$ cat config.mk
export PLATFORM = sky130hd
export DESIGN_NAME = sp2hp_pack
export DESIGN_NICKNAME = d
export VERILOG_FILES = /design/src/rtl/sp2hp_pkg.sv /design/src/rtl/sp2hp_rsel.sv /design/src/rtl/sp2hp_lane.sv /design/src/rtl/sp2hp_pack.sv
export SDC_FILE = /design/constraint.sdc
export NUM_CORES = 1
export LEC_CHECK = 0
export ABC_AREA = 1
export BUFFER_PORTS_ARGS = -buffer_cell sky130_fd_sc_hd__clkbuf_2
export CORE_MARGIN = 2
export CORE_UTILIZATION = 53
export DETAILED_ROUTE_END_ITERATION = 8
export PLACE_DENSITY = 0.8
export SYNTH_ARGS = -nofsm -noshare
export SYNTH_HDL_FRONTEND = slang
export SYNTH_SLANG_ARGS = --single-unit
$ cat constraint.sdc
create_clock -name clk -period 4.5 [get_ports clk]
set_input_delay 0.225 -clock clk [delete_from_list [all_inputs] [get_ports clk]]
set_output_delay 0.225 -clock clk [all_outputs]
set_load 0.05 [all_outputs]
$ cat src/rtl/sp2hp_pkg.sv
package sp2hp_pkg;

    localparam int SP_W = 32;
    localparam int HP_W = 16;
    localparam int EXP_SHIFT = 112;            // bias 127 minus bias 15
    localparam int MAX_RSH = 12;               // extra right shift beyond the fixed 13
    localparam logic [HP_W-1:0] HP_INF = 16'h7C00;
    localparam logic [HP_W-1:0] HP_MAXF = 16'h7BFF;

    typedef enum logic [1:0] {
        RM_NEAREST = 2'd0,
        RM_FLOOR   = 2'd1,
        RM_CEIL    = 2'd2,
        RM_ZERO    = 2'd3
    } rmode_e;

    typedef struct packed {
        logic invalid;
        logic overflow;
        logic underflow;
        logic inexact;
    } xflags_t;

    function automatic logic round_up(input rmode_e m, input logic neg,
                                      input logic lsb, input logic g, input logic st);
        case (m)
            RM_NEAREST: return g & (st | lsb);
            RM_FLOOR:   return (g | st) & neg;
            RM_CEIL:    return (g | st) & ~neg;
            default:    return 1'b0;
        endcase
    endfunction

    function automatic logic ovf_saturates_inf(input rmode_e m, input logic neg);
        case (m)
            RM_NEAREST: return 1'b1;
            RM_FLOOR:   return neg;
            RM_CEIL:    return ~neg;
            default:    return 1'b0;
        endcase
    endfunction

endpackage

$ cat src/rtl/sp2hp_rsel.sv
module sp2hp_rsel
    import sp2hp_pkg::*;
(
    input  logic [2:0] sel,
    input  logic [1:0] field,
    output rmode_e     mode
);
    always_comb begin
        if (sel[2]) mode = rmode_e'(field);
        else        mode = rmode_e'(sel[1:0]);
    end
endmodule

$ cat src/rtl/sp2hp_lane.sv
module sp2hp_lane
    import sp2hp_pkg::*;
(
    input  logic [SP_W-1:0] x,
    input  rmode_e          mode,
    output logic [HP_W-1:0] y,
    output xflags_t         fl
);
    logic              sgn;
    logic [7:0]        ex;
    logic [22:0]       fr;
    logic signed [9:0] hexp;
    logic [23:0]       mant;
    logic [3:0]        rsh;
    logic [35:0]       shv;
    logic [10:0]       kept;
    logic              grd, stk, inc, is_norm;
    logic [14:0]       base;
    logic [15:0]       sum;

    assign sgn = x[31];
    assign ex  = x[30:23];
    assign fr  = x[22:0];

    always_comb begin
        hexp    = $signed({2'b00, ex}) - 10'(EXP_SHIFT);
        mant    = (ex == 8'd0) ? {1'b0, fr} : {1'b1, fr};
        is_norm = (hexp >= 10'sd1);
        if (is_norm)                    rsh = 4'd0;
        else if (hexp <= -10'sd12)      rsh = 4'(MAX_RSH);
        else                            rsh = 4'(10'sd1 - hexp);
        shv  = {mant, 12'b0} >> rsh;
        kept = shv[35:25];
        grd  = shv[24];
        stk  = |shv[23:0];
        base = is_norm ? {hexp[4:0], kept[9:0]} : {5'b0, kept[9:0]};
        inc  = round_up(mode, sgn, kept[0], grd, stk);
        sum  = {1'b0, base} + {15'b0, inc};

        y  = {sgn, sum[14:0]};
        fl = '0;
        if (ex == 8'hFF) begin
            if (fr == 23'd0) begin
                y = {sgn, HP_INF[14:0]};
            end else begin
                y = {sgn, 5'h1F, 1'b1, fr[21:13]};
                fl.invalid = ~fr[22];
            end
        end else if (ex == 8'd0 && fr == 23'd0) begin
            y = {sgn, 15'd0};
        end else if (hexp >= 10'sd31 || sum >= {1'b0, HP_INF[14:0]}) begin
            y = ovf_saturates_inf(mode, sgn) ? {sgn, HP_INF[14:0]} : {sgn, HP_MAXF[14:0]};
            fl.overflow = 1'b1;
            fl.inexact  = 1'b1;
        end else begin
            fl.inexact   = grd | stk;
            fl.underflow = ~is_norm & (grd | stk);
        end
    end
endmodule

$ cat src/rtl/sp2hp_pack.sv
module sp2hp_pack
    import sp2hp_pkg::*;
#(
    parameter int LANES = 8,
    localparam int SRC_W = LANES * SP_W,
    localparam int DST_W = LANES * HP_W,
    localparam int NARROW = LANES / 2
) (
    input  logic             clk,
    input  logic             rst,
    input  logic             in_valid,
    input  logic             wide_mode,
    input  logic [2:0]       rc_sel,
    input  logic [1:0]       rc_field,
    input  logic [SRC_W-1:0] src,
    output logic             out_valid,
    output logic [DST_W-1:0] dst,
    output logic [3:0]       flags_sticky
);
    rmode_e            mode;
    logic [LANES-1:0]  act;
    logic [HP_W-1:0]   lane_y  [LANES];
    xflags_t           lane_fl [LANES];
    logic [DST_W-1:0]  res;
    xflags_t           merged;

    sp2hp_rsel u_rsel (.sel(rc_sel), .field(rc_field), .mode(mode));

    for (genvar i = 0; i < LANES; i++) begin : g_lane
        assign act[i] = wide_mode || (i < NARROW);

        sp2hp_lane u_lane (
            .x    (src[SP_W*i +: SP_W]),
            .mode (mode),
            .y    (lane_y[i]),
            .fl   (lane_fl[i])
        );

        assign res[HP_W*i +: HP_W] = act[i] ? lane_y[i] : '0;


        nan_quiet_chk: assert property (@(posedge clk) disable iff (rst)
            (in_valid && act[i] && src[SP_W*i+30 -: 8] == 8'hFF && src[SP_W*i+22 -: 23] != 23'd0)
            |=> (dst[HP_W*i+14 -: 6] == 6'h3F));


        no_overflow_chk: assert property (@(posedge clk) disable iff (rst)
            (in_valid && act[i] && lane_fl[i].overflow)
            |=> (dst[HP_W*i+14 -: 15] == HP_INF[14:0] || dst[HP_W*i+14 -: 15] == HP_MAXF[14:0]));
    end

    always_comb begin
        merged = '0;
        for (int i = 0; i < LANES; i++)
            if (act[i]) merged = merged | lane_fl[i];
    end

    always_ff @(posedge clk) begin
        if (rst) begin
            out_valid    <= 1'b0;
            dst          <= '0;
            flags_sticky <= '0;
        end else begin
            out_valid <= in_valid;
            if (in_valid) begin
                dst          <= res;
                flags_sticky <= flags_sticky | merged;
            end
        end
    end


    valid_lat_chk: assert property (@(posedge clk) disable iff (rst)
        in_valid |=> out_valid);


    valid_idle_chk: assert property (@(posedge clk) disable iff (rst)
        !in_valid |=> !out_valid);


    narrow_upper_chk: assert property (@(posedge clk) disable iff (rst)
        (in_valid && !wide_mode) |=> (dst[DST_W-1:DST_W/2] == '0));


    sticky_hold_chk: assert property (@(posedge clk) disable iff (rst)
        (($past(flags_sticky) & ~flags_sticky) == 4'b0));

endmodule

# Word level (Yosys, flattened, before mapping)
# Cells that the tools add are included.
[totals] regBits=133 output_inout_bits=133 word_cells=375
[classes] add_sub_neg=24 magnitude_cmp=32 eq_ne=10 n_shift=8 mux=177 n_bitwise=80 n_reduce_logical=41
[ops] operator="two-way mux 15 bit" count=32
[ops] operator=">> shifter 36 x 4 -> 35 bit" count=8
[ops] operator="two-way mux 24 bit" count=8
[ops] operator="OR reduction 24 bit" count=8
[ops] operator="zero test 23 bit" count=8
[ops] operator="adder 15 x 1 -> 16 bit" count=8
[ops] operator=">= comparator 16 x 15 -> 1 bit, second input constant" count=8
[ops] operator="two-way mux 11 bit" count=8
[ops] operator="two-way mux 10 bit" count=8
[ops] operator="two-way mux 4 bit" count=20
[ops] operator=">= comparator 9 x 2 -> 1 bit, second input constant" count=8
[ops] operator=">= comparator 9 x 6 -> 1 bit, second input constant" count=8
[ops] operator="less-or-equal comparator 9 x 5 -> 1 bit, second input constant" count=8
[ops] operator="subtractor 8 x 7 -> 9 bit, second input constant" count=8
[ops] operator="== test 8 bit, second input constant" count=8
[ops] operator="zero test 8 bit" count=8
[ops] operator="two-way mux 1 bit" count=64
[ops] operator="two-way mux 16 bit" count=4
[ops] operator="two-way mux 3 bit" count=16
[ops] operator="one-hot mux 1 bit (3 select lines)" count=16
[ops] operator="AND 1 bit" count=32
[ops] operator="bitwise OR 4 bit" count=8
[ops] operator="subtractor 2 x 4 -> 4 bit, first input constant" count=8
[ops] operator="inverter 1 bit" count=24
[ops] operator="7 further kinds" count=36

# Logic depth before layout (Yosys ltp)
[logic_depth] word_depth=27 depth_mapped=42 ltp_nobuf=40

# By module
# Synthesis repeated with hierarchy kept, for this count alone.
[unflattened] cells_unflattened=4104 area_unflattened_um2=23212.3
[modules_own_cells] module="sp2hp_lane at g_lane[0].u_lane ..." instances=6 cells_each=443 area_each_um2=2337.2 seq_area_each_um2=0.0
[modules_own_cells] module="sp2hp_pack" instances=1 cells_each=612 area_each_um2=4790.8 seq_area_each_um2=2662.6
[modules_own_cells] module="sp2hp_lane at g_lane[3].u_lane" instances=1 cells_each=414 area_each_um2=2187.1 seq_area_each_um2=0.0
[modules_own_cells] module="sp2hp_lane at g_lane[7].u_lane" instances=1 cells_each=413 area_each_um2=2184.6 seq_area_each_um2=0.0
[modules_own_cells] module="sp2hp_rsel" instances=1 cells_each=7 area_each_um2=26.3 seq_area_each_um2=0.0

# Least setup slack after synthesis
# Ideal clock, no wire load.
[synth_timing] path_type="input to register" startpoint="in src[219]" endpoint="reg flags_sticky[0]" setup_ps=113 arrival_time_ps=4194 required_time_ps=4387 slack_ps=193 cell_stages=38 n_path_buf=3 path_cell_list="inv_1 > ha_1 > inv_1 > nor3_1 > nand3_1 > a21oi_2 > nand2_2 > buf_2 > clkbuf_1 > o21ai_0 > inv_1 > o21ai_0 > inv_1 > o21ai_0 > nand3_1 > nor2_1 > nand3_1 > o211ai_1 > [2 not listed] > ha_1 > nand2_1 > inv_1 > nand2_1 > nor2_1 > nand2_1 > nand2_1 > nand2_1 > nor2_1 > nand3_1 > nand2_1 > buf_2 > nand2_1 > nand2_1 > o21bai_1 > nand2_1 > nand2_1 > nand2_1"
[synth_between] elab_chain_len=20 word_cells_on_any_way=30 classes_between="add/sub: 2; order compare: 4; eq/ne: 1; shift: 1; mux: 10; bitwise: 8; reduce/logical: 4"
[synth_rtl] element="from (decl)" line="sp2hp_pack.sv:15" text="input logic [SRC_W-1:0] src,"
[synth_rtl] element="subtractor 8 x 7 -> 9 bit" line="sp2hp_lane.sv:26" text="hexp = $signed({2'b00, ex}) - 10'(EXP_SHIFT);"
[synth_rtl] element="less-or-equal comparator 9 x 5 -> 1 bit" line="sp2hp_lane.sv:30" text="else if (hexp <= -10'sd12) rsh = 4'(MAX_RSH);"
[synth_rtl] element="two-way mux 4 bit" line="sp2hp_lane.sv:30"
[synth_rtl] element="two-way mux 4 bit" line="sp2hp_lane.sv:29" text="if (is_norm) rsh = 4'd0;"
[synth_rtl] element=">> shifter 36 x 4 -> 35 bit" line="sp2hp_lane.sv:32" text="shv = {mant, 12'b0} >> rsh;"
[synth_rtl] element="OR reduction 24 bit" line="sp2hp_lane.sv:35" text="stk = |shv[23:0];"
[synth_rtl] element="bitwise OR 1 bit, on equally long branches"
[synth_rtl] element="AND 1 bit, on equally long branches" line="sp2hp_pkg.sv:29, sp2hp_pkg.sv:27, sp2hp_pkg.sv:28"
[synth_rtl] element="[4 not listed]"
[synth_rtl] element="two-way mux 1 bit" line="sp2hp_lane.sv:51" text="end else if (hexp >= 10'sd31 || sum >= {1'b0, HP_INF[14:0]}) begin"
[synth_rtl] element="two-way mux 3 bit" line="sp2hp_lane.sv:49" text="end else if (ex == 8'd0 && fr == 23'd0) begin"
[synth_rtl] element="two-way mux 3 bit *" line="sp2hp_lane.sv:42" text="if (ex == 8'hFF) begin"
[synth_rtl] element="bitwise OR 4 bit *" line="sp2hp_pack.sv:55" text="if (act[i]) merged = merged | lane_fl[i];"
[synth_rtl] element="two-way mux 4 bit *" line="sp2hp_pack.sv:55"
[synth_rtl] element="bitwise OR 4 bit" line="sp2hp_pack.sv:55"
[synth_rtl] element="two-way mux 4 bit *" line="sp2hp_pack.sv:55"
[synth_rtl] element="bitwise OR 4 bit *" line="sp2hp_pack.sv:67" text="flags_sticky <= flags_sticky | merged;"
[synth_rtl] element="to (signal assigned)" line="sp2hp_pack.sv:67"
[synth_rtl] element="to (decl)" line="sp2hp_pack.sv:18" text="output logic [3:0] flags_sticky"
# Mark *: on every way between the ends. The rest lies on a longest branch, timed or not.
# A chain may end at the register's enable or synchronous reset.

# Worst setup path after layout
[layout_timing] startpoint="in src[60]" endpoint="reg flags_sticky[0]"
[layout_between] elab_chain_len=27 word_cells_on_any_way=37 classes_between="add/sub: 2; order compare: 4; eq/ne: 1; shift: 1; mux: 12; bitwise: 13; reduce/logical: 4"
[layout_rtl] element="subtractor 8 x 7 -> 9 bit" line="sp2hp_lane.sv:26"
[layout_rtl] element="less-or-equal comparator 9 x 5 -> 1 bit" line="sp2hp_lane.sv:30"
[layout_rtl] element="two-way mux 4 bit" line="sp2hp_lane.sv:30"
[layout_rtl] element="two-way mux 4 bit" line="sp2hp_lane.sv:29"
[layout_rtl] element=">> shifter 36 x 4 -> 35 bit" line="sp2hp_lane.sv:32"
[layout_rtl] element="OR reduction 24 bit" line="sp2hp_lane.sv:35"
[layout_rtl] element="bitwise OR 1 bit, on equally long branches"
[layout_rtl] element="AND 1 bit, on equally long branches" line="sp2hp_pkg.sv:29, sp2hp_pkg.sv:27, sp2hp_pkg.sv:28"
[layout_rtl] element="[11 not listed]"
[layout_rtl] element="two-way mux 4 bit *" line="sp2hp_pack.sv:55"
[layout_rtl] element="bitwise OR 4 bit" line="sp2hp_pack.sv:55"
[layout_rtl] element="two-way mux 4 bit *" line="sp2hp_pack.sv:55"
[layout_rtl] element="bitwise OR 4 bit" line="sp2hp_pack.sv:55"
[layout_rtl] element="two-way mux 4 bit *" line="sp2hp_pack.sv:55"
[layout_rtl] element="bitwise OR 4 bit" line="sp2hp_pack.sv:55"
[layout_rtl] element="two-way mux 4 bit *" line="sp2hp_pack.sv:55"
[layout_rtl] element="bitwise OR 4 bit *" line="sp2hp_pack.sv:67"
# Marks and branches as above.

==> impl_metrics.ini <==
[logic_synthesis]
synth_enable_flop_cells = 0
synthXorXnorAreaFrac_pct = 2.984
synth_fa_ha_area_share_pct = 4.130
synth_top_family_by_area = simple AND/OR/NAND/NOR gates
syn_nets = 4130
synth-simple-area-share_pct = 50.72
ys_seq_area_share_pct = 13.12
yosys.area.top_type = nand2_1
async_flop_share_pct = 0
ys.flop_type = dfxtp_1
yosys_warnings = 0
synth-seq-cells = 133
syn_avg_cell_area_um2 = 5.344
synth_compound_area_share_pct = 16.85
synth.top_cell.area_share_pct = 21.18
synth_mux_area_share_pct = 0.2959
synth.distinct_cells = 57
synth_cells = 3798
syn_area_um2 = 20300
synth_area_leaders = nand2_1 (21%), dfxtp_1 (13%), nand3_1 (11%)

[clock_tree]
clockBufferDepth = 2
postCtsHoldBufs = 0
cts_root_buffer = clkbuf_16
clock_latency_ns = 0.45
htree_levels = 4
path_clk_slew_ns = 0.07
clock-sinks = 133
cts_buffers = 17
tritoncts = built

[die]
die_w_um = 199.7
start_util_pct = 53.88
die_h_um = 199.7
ioPinCount = 398
core_um2 = 37670
die-area_um2 = 39880
rows = 71

[worst_hold_path]
hold_start = src[63]
min_to = dst[31]
hold-path-cell-count = 3
min_path_type = input port to flip-flop

[critical_path]
critPathSlowestCell = ha_2
timing_worst_setup_path_type = input port to flip-flop
critPathTopFamily = simple AND/OR/NAND/NOR gates
critPathMostFrequentCell = nand2_1
worstPathArrival_ns = 4.81
r2r_end = dst[74]
cp.required_ns = 4.89
critPathBufInv = 5
end_kind = flip-flop
max_stage_delay_ns = 0.25
r2r_cells = 2
worstReg2RegStart = dst[74]
start_kind = input port
crit_fanout = 8
reg2reg_slack_ns = 3.69

[place]
post-dp-hpwl_um = 63060
port_buffers = 397
placed_cells = 5040
place_congestion = 1.029

[timing]
whs_ns = 0.08463
rsz0062_at_grt = true
period_share_pct = 98.37
relSlewSlack_pct = 42.48
setup_viol = 0
hold_viol_final = 0
fin_skew_ns = 0
fin_crit_ns = 4.427
drv_slew = 0
worst_slew_pin_slew_ns = 0.8537
fmaxAchievable_ghz = 0.2259

[global_routing]
antenna_found_initial = 4
grt_usage_pct = 38.12
grt-ovfl-total = 0
grt_pass1_wl_um = 123600
grtUsageMet1_pct = 49.38
grt_pass1_vias = 25670
grt_use_met2_pct = 60.49
gr-max-usage-layer = met2
grt_max_degree = 68
use_met3_pct = 6.717

[detailed_routing]
wl_um = 82390
drt-vias-per-instance = 5.696
drc_errors = 0
postRouteAntennaNets = 0
drt_pre_antenna_iters = 9
first_iter_violations = 2896
num_vias = 29160
routedWlPerCell_um = 16.09

[run_status]
status = finished, final reports clean

[final_layout]
nets = 4925
fin_cells = 5120
area_growth_pct = 37.96
layout-drive-gt1-share_pct = 28.20

[flow_run]
maxCapViolCount = 0

[pwr]
ir_drop_uv = 249.3
leakagePower_nw = 14.63
power.density_nw_per_um2 = 221.8
worst min-delay path, delay by kind of cell:
| family | cells | cell delay (ns) |
|---|---|---|
| simple gates | 2 | 0.15 |
| buf+inv | 1 | 0.13 |
synthesized netlist by cell type (4+ instances only):
cell type and number:
nor3_1 46, nand2_4 4, o21ai_0 315, nor4_1 36, nand2_1 1145, xnor2_1 26
o21ai_1 21, inv_2 19, o21ai_2 8, nor2_1 362, o31ai_1 5, nand3b_1 9
or2_2 7, ha_1 67, buf_2 37, a21oi_1 193, nand2_2 38, nand4_1 117
dfxtp_1 133, buf_6 9, nand3_1 463, nor2_2 18, buf_4 19, a31oi_1 12
mux2i_1 6, nand3_4 5, inv_1 423, clkinv_1 6, nand3_2 25, clkbuf_1 74
a21oi_2 10, buf_1 7, nor2_4 10, o22ai_1 7, nor3b_1 4, and2_1 8
xor2_1 40, o211ai_1 38
power by group:
| part | internal (mW) | switching, mW | total [mW] |
|---|---|---|---|
| Clock | 0.957 | 0.601 | 1.56 |
| Combinational | 1.23 | 2.10 | 3.33 |
| Sequential | 1.26 | 0.0591 | 1.32 |
| Total | 3.45 | 2.76 | 6.21 |
layout by cell type (no fill, tap or decap), types with 69 or more instances in the layout:
cell,Yosys,layout
nand3_1,463,425
a21oi_1,193,185
dfxtp_1,133,133
nor2_1,362,333
clkbuf_2,0,391
o21ai_0,315,230
nand4_1,117,117
nand2_2,38,69
inv_1,423,405
buf_4,19,477
o21ai_1,21,80
nand2_1,1145,1099
metal layers:
metal / share of wire (%) / vias to the layer above
met3: 9.6 / 286
met4: 5.0 / 4
met2: 45 / 1564
met1: 41 / 13170
li1: - / 14140
met5: 0.032 / -
final cells by class:
type / count / area, µm²
Clock buffer: 20 / 456.7
Clock inverter: 12 / 176.4
Timing Repair Buffer: 920 / 6254
Fill cell: 3327 / 9666
Antenna cell: 3 / 7.507
Sequential cell: 133 / 2663
Multi-Input combinational cell: 3073 / 16110
Inverter: 448 / 1695
Tap cell: 511 / 639.4
metrics by stage:
| stage | setup TNS, ns | total power [mW] | worst slack, ns | utilization (%) | area, µm² |
|---|---|---|---|---|---|
| after floorplan | 0 | 3.196 | 0.1935 | - | 20300 |
| after global placement | -8.984 | 4.329 | -0.2925 | 68.87 | 25940 |
| after detailed placement | -17.04 | 4.360 | -0.3868 | 68.87 | 25940 |
| after CTS | 0 | 5.913 | 0.06214 | 70.57 | 26580 |
| after global routing | -5.511 | 6.549 | -0.2172 | 74.33 | 28000 |
| final | 0 | 6.212 | 0.07349 | 74.34 | 28000 |
worst max path at each step:
stage,start,endpoint,slack (ns),cells after the start
final,src[60],flags_sticky[0],0.07,41
after global routing,src[59],flags_sticky[0],-0.22,41
after CTS,src[220],dst[101],0.06,37
after detailed placement,src[220],flags_sticky[0],-0.39,38
after global placement,src[59],flags_sticky[0],-0.29,38
after floorplan,src[219],flags_sticky[0],0.19,38
registers in the layout, indices dropped and copies added, names as in the netlist:
name and flops:
out_valid 1, dst 128, flags_sticky 4
cell families after synthesis:
family	Yosys count
compound gates	626
xor+xnor	67
simple gates	2305
buf+inv	594
fa+ha+maj	67
mux	6
flops	133
what timing repair did:
| item | in CTS | in global routing |
|---|---|---|
| setup endpoints to repair | 8 | 98 |
| buffers inserted | 0 | 39 |
| pin swaps | 0 | 109 |
| cloned | 0 | 7 |
| gates resized for setup | 3 | 363 |
(Power assumes the default switching activity.)
